$ cat config.mk
export PLATFORM = sky130hd
export DESIGN_NAME = mpinj_top
export DESIGN_NICKNAME = d
export VERILOG_FILES = /design/src/rtl/mpinj_pkg.sv /design/src/rtl/mpinj_lfsr.sv /design/src/rtl/mpinj_path_pick.sv /design/src/rtl/mpinj_ctrl.sv /design/src/rtl/mpinj_datapath.sv /design/src/rtl/mpinj_top.sv
export SDC_FILE = /design/constraint.sdc
export NUM_CORES = 1
export LEC_CHECK = 0
export BUFFER_PORTS_ARGS = -buffer_cell sky130_fd_sc_hd__buf_2
export CELL_PAD_IN_SITES_DETAIL_PLACEMENT = 1
export CELL_PAD_IN_SITES_GLOBAL_PLACEMENT = 2
export CORE_UTILIZATION = 40
export CTS_BUF_LIST = sky130_fd_sc_hd__clkbuf_8 sky130_fd_sc_hd__clkbuf_16
export DETAILED_ROUTE_END_ITERATION = 7
export HOLD_SLACK_MARGIN = 0.1
export PLACE_DENSITY_LB_ADDON = 0.1
export SLEW_MARGIN = 20
export SYNTH_ARGS = -nofsm -noshare
export SYNTH_HDL_FRONTEND = slang
export SYNTH_SLANG_ARGS = --single-unit
$ cat constraint.sdc
create_clock -name clk -period 8 [get_ports clk]
set_input_delay 1.6 -clock clk [delete_from_list [all_inputs] [get_ports clk]]
set_output_delay 1.6 -clock clk [all_outputs]
set_load 0.005 [all_outputs]
$ cat src/rtl/mpinj_pkg.sv
`timescale 1ns/1ps
package mpinj_pkg;
  localparam int COPY_W = 3;
  localparam int LFSR_W = 16;
  localparam logic [LFSR_W-1:0] LFSR_SEED = 16'hACE1;

  typedef struct packed {
    logic              capture;
    logic              emit;
    logic [COPY_W-1:0] copyNum;
  } ctrl_strobe_t;
endpackage

$ cat src/rtl/mpinj_lfsr.sv
`timescale 1ns/1ps
module mpinj_lfsr
  import mpinj_pkg::*;
(
  input  logic              clk,
  input  logic              rst_n,
  output logic [LFSR_W-1:0] state
);
  logic feedback;
  assign feedback = state[15] ^ state[13] ^ state[12] ^ state[10];

  always_ff @(posedge clk or negedge rst_n) begin
    if (!rst_n) state <= LFSR_SEED;
    else        state <= {state[LFSR_W-2:0], feedback};
  end

  // the register never locks up at zero
  assert_lfsr_nonzero_R8: assert property (@(posedge clk) disable iff (!rst_n)
    state != '0);
  // it moves on every edge
  assert_lfsr_moves_R8: assert property (@(posedge clk) disable iff (!rst_n)
    1'b1 |=> state != $past(state));
endmodule

$ cat src/rtl/mpinj_path_pick.sv
`timescale 1ns/1ps
module mpinj_path_pick #(
  parameter int NUM_PATHS = 4,
  parameter int WEIGHT_W  = 8,
  localparam int PATH_W   = (NUM_PATHS > 1) ? $clog2(NUM_PATHS) : 1
) (
  input  logic [WEIGHT_W-1:0]           randVal,
  input  logic [NUM_PATHS*WEIGHT_W-1:0] thrRow,
  output logic [PATH_W-1:0]             path
);
  always_comb begin
    path = PATH_W'(NUM_PATHS - 1);
    for (int p = NUM_PATHS - 1; p >= 0; p--) begin
      if (randVal < thrRow[p*WEIGHT_W +: WEIGHT_W]) path = PATH_W'(p);
    end
  end
endmodule

$ cat src/rtl/mpinj_ctrl.sv
`timescale 1ns/1ps
module mpinj_ctrl
  import mpinj_pkg::*;
(
  input  logic              clk,
  input  logic              rst_n,
  input  logic              reqValid,
  input  logic              reqCritical,
  input  logic [COPY_W-1:0] reqCopies,
  output logic              reqReady,
  output ctrl_strobe_t      strobe
);
  logic              busy;
  logic [COPY_W-1:0] left;
  logic [COPY_W-1:0] copyIdx;
  logic              accept;

  assign accept   = reqValid && !busy;
  assign reqReady = !busy;

  always_comb begin
    strobe.capture = accept;
    strobe.emit    = accept || busy;
    strobe.copyNum = busy ? copyIdx : '0;
  end

  always_ff @(posedge clk or negedge rst_n) begin
    if (!rst_n) begin
      busy    <= 1'b0;
      left    <= '0;
      copyIdx <= '0;
    end else if (accept) begin
      if (reqCritical && reqCopies > COPY_W'(1)) begin
        busy    <= 1'b1;
        left    <= reqCopies - COPY_W'(1);
        copyIdx <= COPY_W'(1);
      end
    end else if (busy) begin
      if (left == COPY_W'(1)) busy <= 1'b0;
      left    <= left - COPY_W'(1);
      copyIdx <= copyIdx + COPY_W'(1);
    end
  end

  // copies step by one while more remain
  assert_copy_step_R5: assert property (@(posedge clk) disable iff (!rst_n)
    (busy && left != COPY_W'(1)) |=> (busy && copyIdx == $past(copyIdx) + COPY_W'(1)));
  // the stall only starts from a critical request that was taken
  assert_stall_from_critical_R6: assert property (@(posedge clk) disable iff (!rst_n)
    $rose(busy) |-> $past(reqValid && reqCritical));
  // no request is taken while stalled
  assert_no_take_stalled_R6: assert property (@(posedge clk) disable iff (!rst_n)
    busy |-> !strobe.capture);
endmodule

$ cat src/rtl/mpinj_datapath.sv
`timescale 1ns/1ps
module mpinj_datapath
  import mpinj_pkg::*;
#(
  parameter int NUM_FLOWS = 4,
  parameter int NUM_PATHS = 4,
  parameter int ID_W      = 8,
  parameter int HANDLE_W  = 16,
  parameter int WEIGHT_W  = 8,
  localparam int FLOW_W   = (NUM_FLOWS > 1) ? $clog2(NUM_FLOWS) : 1,
  localparam int PATH_W   = (NUM_PATHS > 1) ? $clog2(NUM_PATHS) : 1,
  localparam int ADDR_W   = $clog2(NUM_PATHS + 1)
) (
  input  logic                clk,
  input  logic                rst_n,
  input  logic [FLOW_W-1:0]   reqFlow,
  input  logic [HANDLE_W-1:0] reqHandle,
  input  logic                cfgWrite,
  input  logic [FLOW_W-1:0]   cfgFlow,
  input  logic [ADDR_W-1:0]   cfgAddr,
  input  logic [WEIGHT_W-1:0] cfgData,
  input  ctrl_strobe_t        strobe,
  output logic [COPY_W-1:0]   reqCopies,
  output logic                outValid,
  output logic [FLOW_W-1:0]   outFlow,
  output logic [HANDLE_W-1:0] outHandle,
  output logic [PATH_W-1:0]   outPath,
  output logic [ID_W-1:0]     outSeqId,
  output logic [COPY_W-1:0]   outCopy
);
  localparam int WMAX = (1 << WEIGHT_W) - 1;

  logic [LFSR_W-1:0]   lfsrState;
  logic [WEIGHT_W-1:0] thresh [NUM_FLOWS][NUM_PATHS];
  logic [COPY_W-1:0]   copies [NUM_FLOWS];
  logic [ID_W-1:0]     idTable [NUM_FLOWS];
  logic [FLOW_W-1:0]   heldFlow;
  logic [HANDLE_W-1:0] heldHandle;
  logic [ID_W-1:0]     heldId;
  logic [FLOW_W-1:0]   selFlow;
  logic [NUM_PATHS*WEIGHT_W-1:0] curRow;
  logic [PATH_W-1:0]   drawnPath;

  mpinj_lfsr u_lfsr (.clk(clk), .rst_n(rst_n), .state(lfsrState));

  for (genvar f = 0; f < NUM_FLOWS; f++) begin : g_flow
    for (genvar p = 0; p < NUM_PATHS; p++) begin : g_path
      localparam int RAW = ((p + 1) * (1 << WEIGHT_W)) / NUM_PATHS;
      localparam int DEF = (RAW > WMAX) ? WMAX : RAW;
      always_ff @(posedge clk or negedge rst_n) begin
        if (!rst_n) thresh[f][p] <= WEIGHT_W'(DEF);
        else if (cfgWrite && cfgFlow == FLOW_W'(f) && cfgAddr == ADDR_W'(p))
          thresh[f][p] <= cfgData;
      end
    end

    always_ff @(posedge clk or negedge rst_n) begin
      if (!rst_n) copies[f] <= COPY_W'(1);
      else if (cfgWrite && cfgFlow == FLOW_W'(f) && cfgAddr == ADDR_W'(NUM_PATHS))
        copies[f] <= cfgData[COPY_W-1:0];
    end

    always_ff @(posedge clk or negedge rst_n) begin
      if (!rst_n) idTable[f] <= ID_W'(1);
      else if (strobe.capture && reqFlow == FLOW_W'(f))
        idTable[f] <= idTable[f] + ID_W'(1);
    end
  end

  assign reqCopies = copies[reqFlow];
  assign selFlow   = strobe.capture ? reqFlow : heldFlow;

  always_comb begin
    for (int p = 0; p < NUM_PATHS; p++) curRow[p*WEIGHT_W +: WEIGHT_W] = thresh[selFlow][p];
  end

  mpinj_path_pick #(.NUM_PATHS(NUM_PATHS), .WEIGHT_W(WEIGHT_W)) u_pick (
    .randVal(lfsrState[WEIGHT_W-1:0]),
    .thrRow (curRow),
    .path   (drawnPath)
  );

  always_ff @(posedge clk or negedge rst_n) begin
    if (!rst_n) begin
      heldFlow   <= '0;
      heldHandle <= '0;
      heldId     <= '0;
    end else if (strobe.capture) begin
      heldFlow   <= reqFlow;
      heldHandle <= reqHandle;
      heldId     <= idTable[reqFlow];
    end
  end

  always_ff @(posedge clk or negedge rst_n) begin
    if (!rst_n) begin
      outValid  <= 1'b0;
      outFlow   <= '0;
      outHandle <= '0;
      outPath   <= '0;
      outSeqId  <= '0;
      outCopy   <= '0;
    end else begin
      outValid <= strobe.emit;
      outCopy  <= strobe.copyNum;
      outPath  <= drawnPath;
      if (strobe.capture) begin
        outFlow   <= reqFlow;
        outHandle <= reqHandle;
        outSeqId  <= idTable[reqFlow];
      end else begin
        outFlow   <= heldFlow;
        outHandle <= heldHandle;
        outSeqId  <= heldId;
      end
    end
  end

  // a taken request shows on the outputs after the same edge
  assert_emit_after_take_R2: assert property (@(posedge clk) disable iff (!rst_n)
    strobe.capture |=> (outValid && outCopy == '0 &&
                        outFlow == $past(reqFlow) && outHandle == $past(reqHandle)));
  // later copies repeat the sequence number and flow
  assert_copy_same_id_R5: assert property (@(posedge clk) disable iff (!rst_n)
    (outValid && outCopy != '0) |-> (outSeqId == $past(outSeqId) && outFlow == $past(outFlow)));
  // taking a packet moves its flow's counter by exactly one
  assert_id_advance_R3: assert property (@(posedge clk) disable iff (!rst_n)
    strobe.capture |=> (idTable[$past(reqFlow)] == outSeqId + ID_W'(1)));
endmodule

$ cat src/rtl/mpinj_top.sv
`timescale 1ns/1ps
module mpinj_top
  import mpinj_pkg::*;
#(
  parameter int NUM_FLOWS = 4,
  parameter int NUM_PATHS = 4,
  parameter int ID_W      = 8,
  parameter int HANDLE_W  = 16,
  parameter int WEIGHT_W  = 8,
  localparam int FLOW_W   = (NUM_FLOWS > 1) ? $clog2(NUM_FLOWS) : 1,
  localparam int PATH_W   = (NUM_PATHS > 1) ? $clog2(NUM_PATHS) : 1,
  localparam int ADDR_W   = $clog2(NUM_PATHS + 1)
) (
  input  logic                clk,
  input  logic                rst_n,
  input  logic                reqValid,
  input  logic [FLOW_W-1:0]   reqFlow,
  input  logic                reqCritical,
  input  logic [HANDLE_W-1:0] reqHandle,
  output logic                reqReady,
  input  logic                cfgWrite,
  input  logic [FLOW_W-1:0]   cfgFlow,
  input  logic [ADDR_W-1:0]   cfgAddr,
  input  logic [WEIGHT_W-1:0] cfgData,
  output logic                outValid,
  output logic [FLOW_W-1:0]   outFlow,
  output logic [HANDLE_W-1:0] outHandle,
  output logic [PATH_W-1:0]   outPath,
  output logic [ID_W-1:0]     outSeqId,
  output logic [COPY_W-1:0]   outCopy
);
  ctrl_strobe_t      strobe;
  logic [COPY_W-1:0] reqCopies;

  mpinj_ctrl u_ctrl (
    .clk(clk), .rst_n(rst_n), .reqValid(reqValid), .reqCritical(reqCritical),
    .reqCopies(reqCopies), .reqReady(reqReady), .strobe(strobe)
  );

  mpinj_datapath #(
    .NUM_FLOWS(NUM_FLOWS), .NUM_PATHS(NUM_PATHS), .ID_W(ID_W),
    .HANDLE_W(HANDLE_W), .WEIGHT_W(WEIGHT_W)
  ) u_dp (
    .clk(clk), .rst_n(rst_n), .reqFlow(reqFlow), .reqHandle(reqHandle),
    .cfgWrite(cfgWrite), .cfgFlow(cfgFlow), .cfgAddr(cfgAddr), .cfgData(cfgData),
    .strobe(strobe), .reqCopies(reqCopies), .outValid(outValid), .outFlow(outFlow),
    .outHandle(outHandle), .outPath(outPath), .outSeqId(outSeqId), .outCopy(outCopy)
  );

  // nothing is emitted in the first cycle after reset
  assert_quiet_after_reset_R1: assert property (@(posedge clk) disable iff (!rst_n)
    $rose(rst_n) |-> (!outValid && reqReady));
endmodule

==> impl_metrics.tcl <==
set metrics [dict create \
    fillers 2231 \
    clock_latency_ns 0.44 \
    clock.fmax_mhz 199.3 \
    synthArstFlopShare 1.000 \
    place_hpwl_um 13610 \
    ys_dominant_reg_cell "dfrtp_1" \
    overflow 0 \
    grt_max_degree 116 \
    dp_slack_ns 2.435 \
    grt_use_total 0.1951 \
    hp-class "reg -> reg" \
    start_kind "input pin" \
    num_antenna_cells 0 \
    design_area_sq_um 10060 \
    cp_slowest_stage_delay_ns 0.73 \
    syn_area_per_cell_sq_um 13.50 \
    drt.antenna.violating_nets 0 \
    cp-end-kind "flop" \
    cts_tree "built" \
    dr.pass1.iters 6 \
    finalSetupViolCount 0 \
    ff_latch_area_sq_um 4920 \
    p_int_w 0.002067 \
    hold_viol 0 \
    synth.most_common_cell "dfrtp_1" \
    synth_top_area_share 0.4599 \
    tns_ns 0 \
    cts_buffer_depth 2 \
    max_slew.worst_pin.slew_ns 0.9780 \
    fin_crit_sh 0.6271 \
    fin_crit_ns 5.017 \
    cp-startpoint "reqValid" \
    drive_gt1_frac 0.3965 \
    gp_congestion 0.7580 \
    clk_pin_slew_ns 0.07 \
    outcome "finished, final reports clean" \
    port_buffers 68 \
    path_max_fanout 30 \
    via_count 5317 \
    cts_buffers 17 \
    cts_resized 0 \
    power_w 0.002998 \
    rrSetupSlack_ns 3.68 \
    initial_utilization 0.4077 \
    die-area_sq_um 22770 \
    syn_nets 723 \
    swShare 0.3107 \
    rsz0062_at_grt "no" \
    cap_violations 0 \
    clock_skew_ns 0.01321 \
    core_sq_um 21760 \
    yosysTopAreaCell "dfrtp_1" \
    drt_iter0_markers 228 \
    netlist_top_cells_count "dfrtp_1 (163), mux2_2 (112), nand2_1 (101), mux4_2 (35), dfstp_2 (32)" \
    die_w_um 150.9 \
    synth.area.top_cells "dfrtp_1 (46%), mux2_2 (14%), dfstp_2 (9.5%), mux4_2 (8.9%), nand2_1 (4.3%)" \
    die_h_um 150.9 \
    finalWorstSetupSlack_ns 2.983 \
    place_area_sq_um 9484 \
    yosysSeqAreaShare 0.5547 \
    synthCells 657 \
    fin_nets 787 \
    slowest_stage "mux2i_4" \
    leakagePower_nw 4.805 \
    ys_ff_latch 195 \
    row_count 54 \
    cts.sinks 195 \
    ys_types 41 \
    area_delta_synth_final_pct 13.43 \
    grt_antenna_before_repair 0 \
    via_per_inst 5.244 \
    whs_ns 0.3566 \
    slew_headroom 0.3480 \
    grt_pass1_wl_um 33110 \
    routed_wl_um 20110 \
    crit_type "in -> reg" \
    postCtsSetupRepairBufs 0 \
    grt_pass1_vias 5766 \
    peakVddDrop_uv 119.1 \
    yosys_warnings 0 \
    cts-root-buf "clkbuf_16" \
    p_sw_w 0.0009317 \
    netlist_area_sq_um 8870 \
    drv_slew 0 \
    hold_start "u_dp.u_lfsr.state[9]" \
    cellPowerDensity_nw_per_um2 298.0 \
    cp_data_required_time_ns 8.31 \
    p_comb_frac 0.259 \
    multi_input_area_sq_um 3726 \
    path_cells "buf_2 -> nor2b_4 -> mux2i_4 -> buf_4 -> mux4_2 -> inv_1 -> ha_1 -> a21o_1 -> or3b_2 -> o21ai_1 -> a31oi_1" \
    h-tree-depth 4 \
    drc 0 \
    wire_per_inst_um 19.83 \
    seqPwrFrac 0.460 \
    holdBufCountCts 0 \
    synth_edf_count 0 \
    reg2reg_from "u_ctrl.busy" \
    io_pins 69 \
    worstPathArrival_ns 5.32 \
    pwr-share-clk 0.281 \
]
worst max-delay path, delay by kind of cell:
kind                       cells  cell delay [ns]
muxes                          2             1.28
AOI/OAI and AO/OA              3             0.47
and+or+nand+nor                2             1.11
adders and majority gates      1             0.23
buffers and inverters          3             0.62
final timing paths:
path / cells past startpoint / endpoint
worst max-delay path: 11 / u_dp.outPath[0]
worst min-delay path: 0 / u_dp.u_lfsr.state[10]
worst max register to register: 10 / u_dp.outPath[0]
worst min register to register: 0 / u_dp.u_lfsr.state[10]
max in group asynchronous: 2 / u_dp.thresh[123]
min in group asynchronous: 1 / u_dp.thresh[28]
metrics by stage:
stage	utilization	instances
global placement	0.4359	982
finish	0.4624	1014
detailed placement	0.4359	982
global route	0.4624	1014
CTS	0.4623	1014
floorplan	-	657
cells by family (layout without fill, tap and decap cells):
group                      after synthesis  after routing  share of synthesized area
muxes                                  149            149                     0.2352
adders and majority gates               30             30                    0.04232
DFF                                    195            195                     0.5547
xor gates and xnor gates                33             33                    0.03259
and+or+nand+nor                        158            158                    0.08280
AOI/OAI and AO/OA                       36             36                    0.02723
buffers and inverters                   56            133                    0.02525
power by group through the flow:
stage	Combinational, W	Clock [W]	Sequential [W]
after global routing	0.000873	0.000913	0.00141
after global placement	0.000759	0	0.00138
after floorplan	0.000561	0	0.00135
final	0.000775	0.000843	0.00138
after CTS	0.000797	0.000867	0.00138
after detailed placement	0.000792	0	0.00140
cells in the final DEF, fill, tap and decap left out, drive strengths merged, types with 12 or more instances in the layout:
cell type / Yosys / layout
inv: 29 / 35
clkbuf: 20 / 18
dfrtp: 163 / 163
xor2: 12 / 12
nand2: 101 / 101
mux4: 35 / 35
dfstp: 32 / 32
xnor2: 21 / 21
buf: 7 / 71
mux2: 112 / 112
ha: 30 / 30
registers in the layout, indices dropped and copies added, names as in the netlist, 2 cells and up:
register and flops:
u_dp.thresh 96, u_dp.heldId 8, u_ctrl.left 3, u_dp.u_lfsr.state 16, u_dp.copies 12, u_dp.idTable 32, u_dp.outHandle 16, u_dp.outCopy 3
u_ctrl.copyIdx 3, u_dp.outPath 2, u_dp.heldFlow 2
cell type report:
cell class / count / share of cell area
clock inverters: 15 / 0.01467
well taps: 280 / 0.03482
flip-flops and latches: 195 / 0.4890
repair buffers: 72 / 0.03805
inverters: 29 / 0.01082
clock buffers: 17 / 0.04228
multi-input cells: 406 / 0.3704
per-layer routing:
metal | track usage | wire [um] | vias to the layer above
met5 | 0 | 0 | -
met4 | 0.05700 | 241 | 0
met3 | 0.02982 | 488 | 19
met2 | 0.3106 | 9759 | 67
met1 | 0.2757 | 9616 | 2792
li1 | - | - | 2439
(Power assumes the default switching activity.)
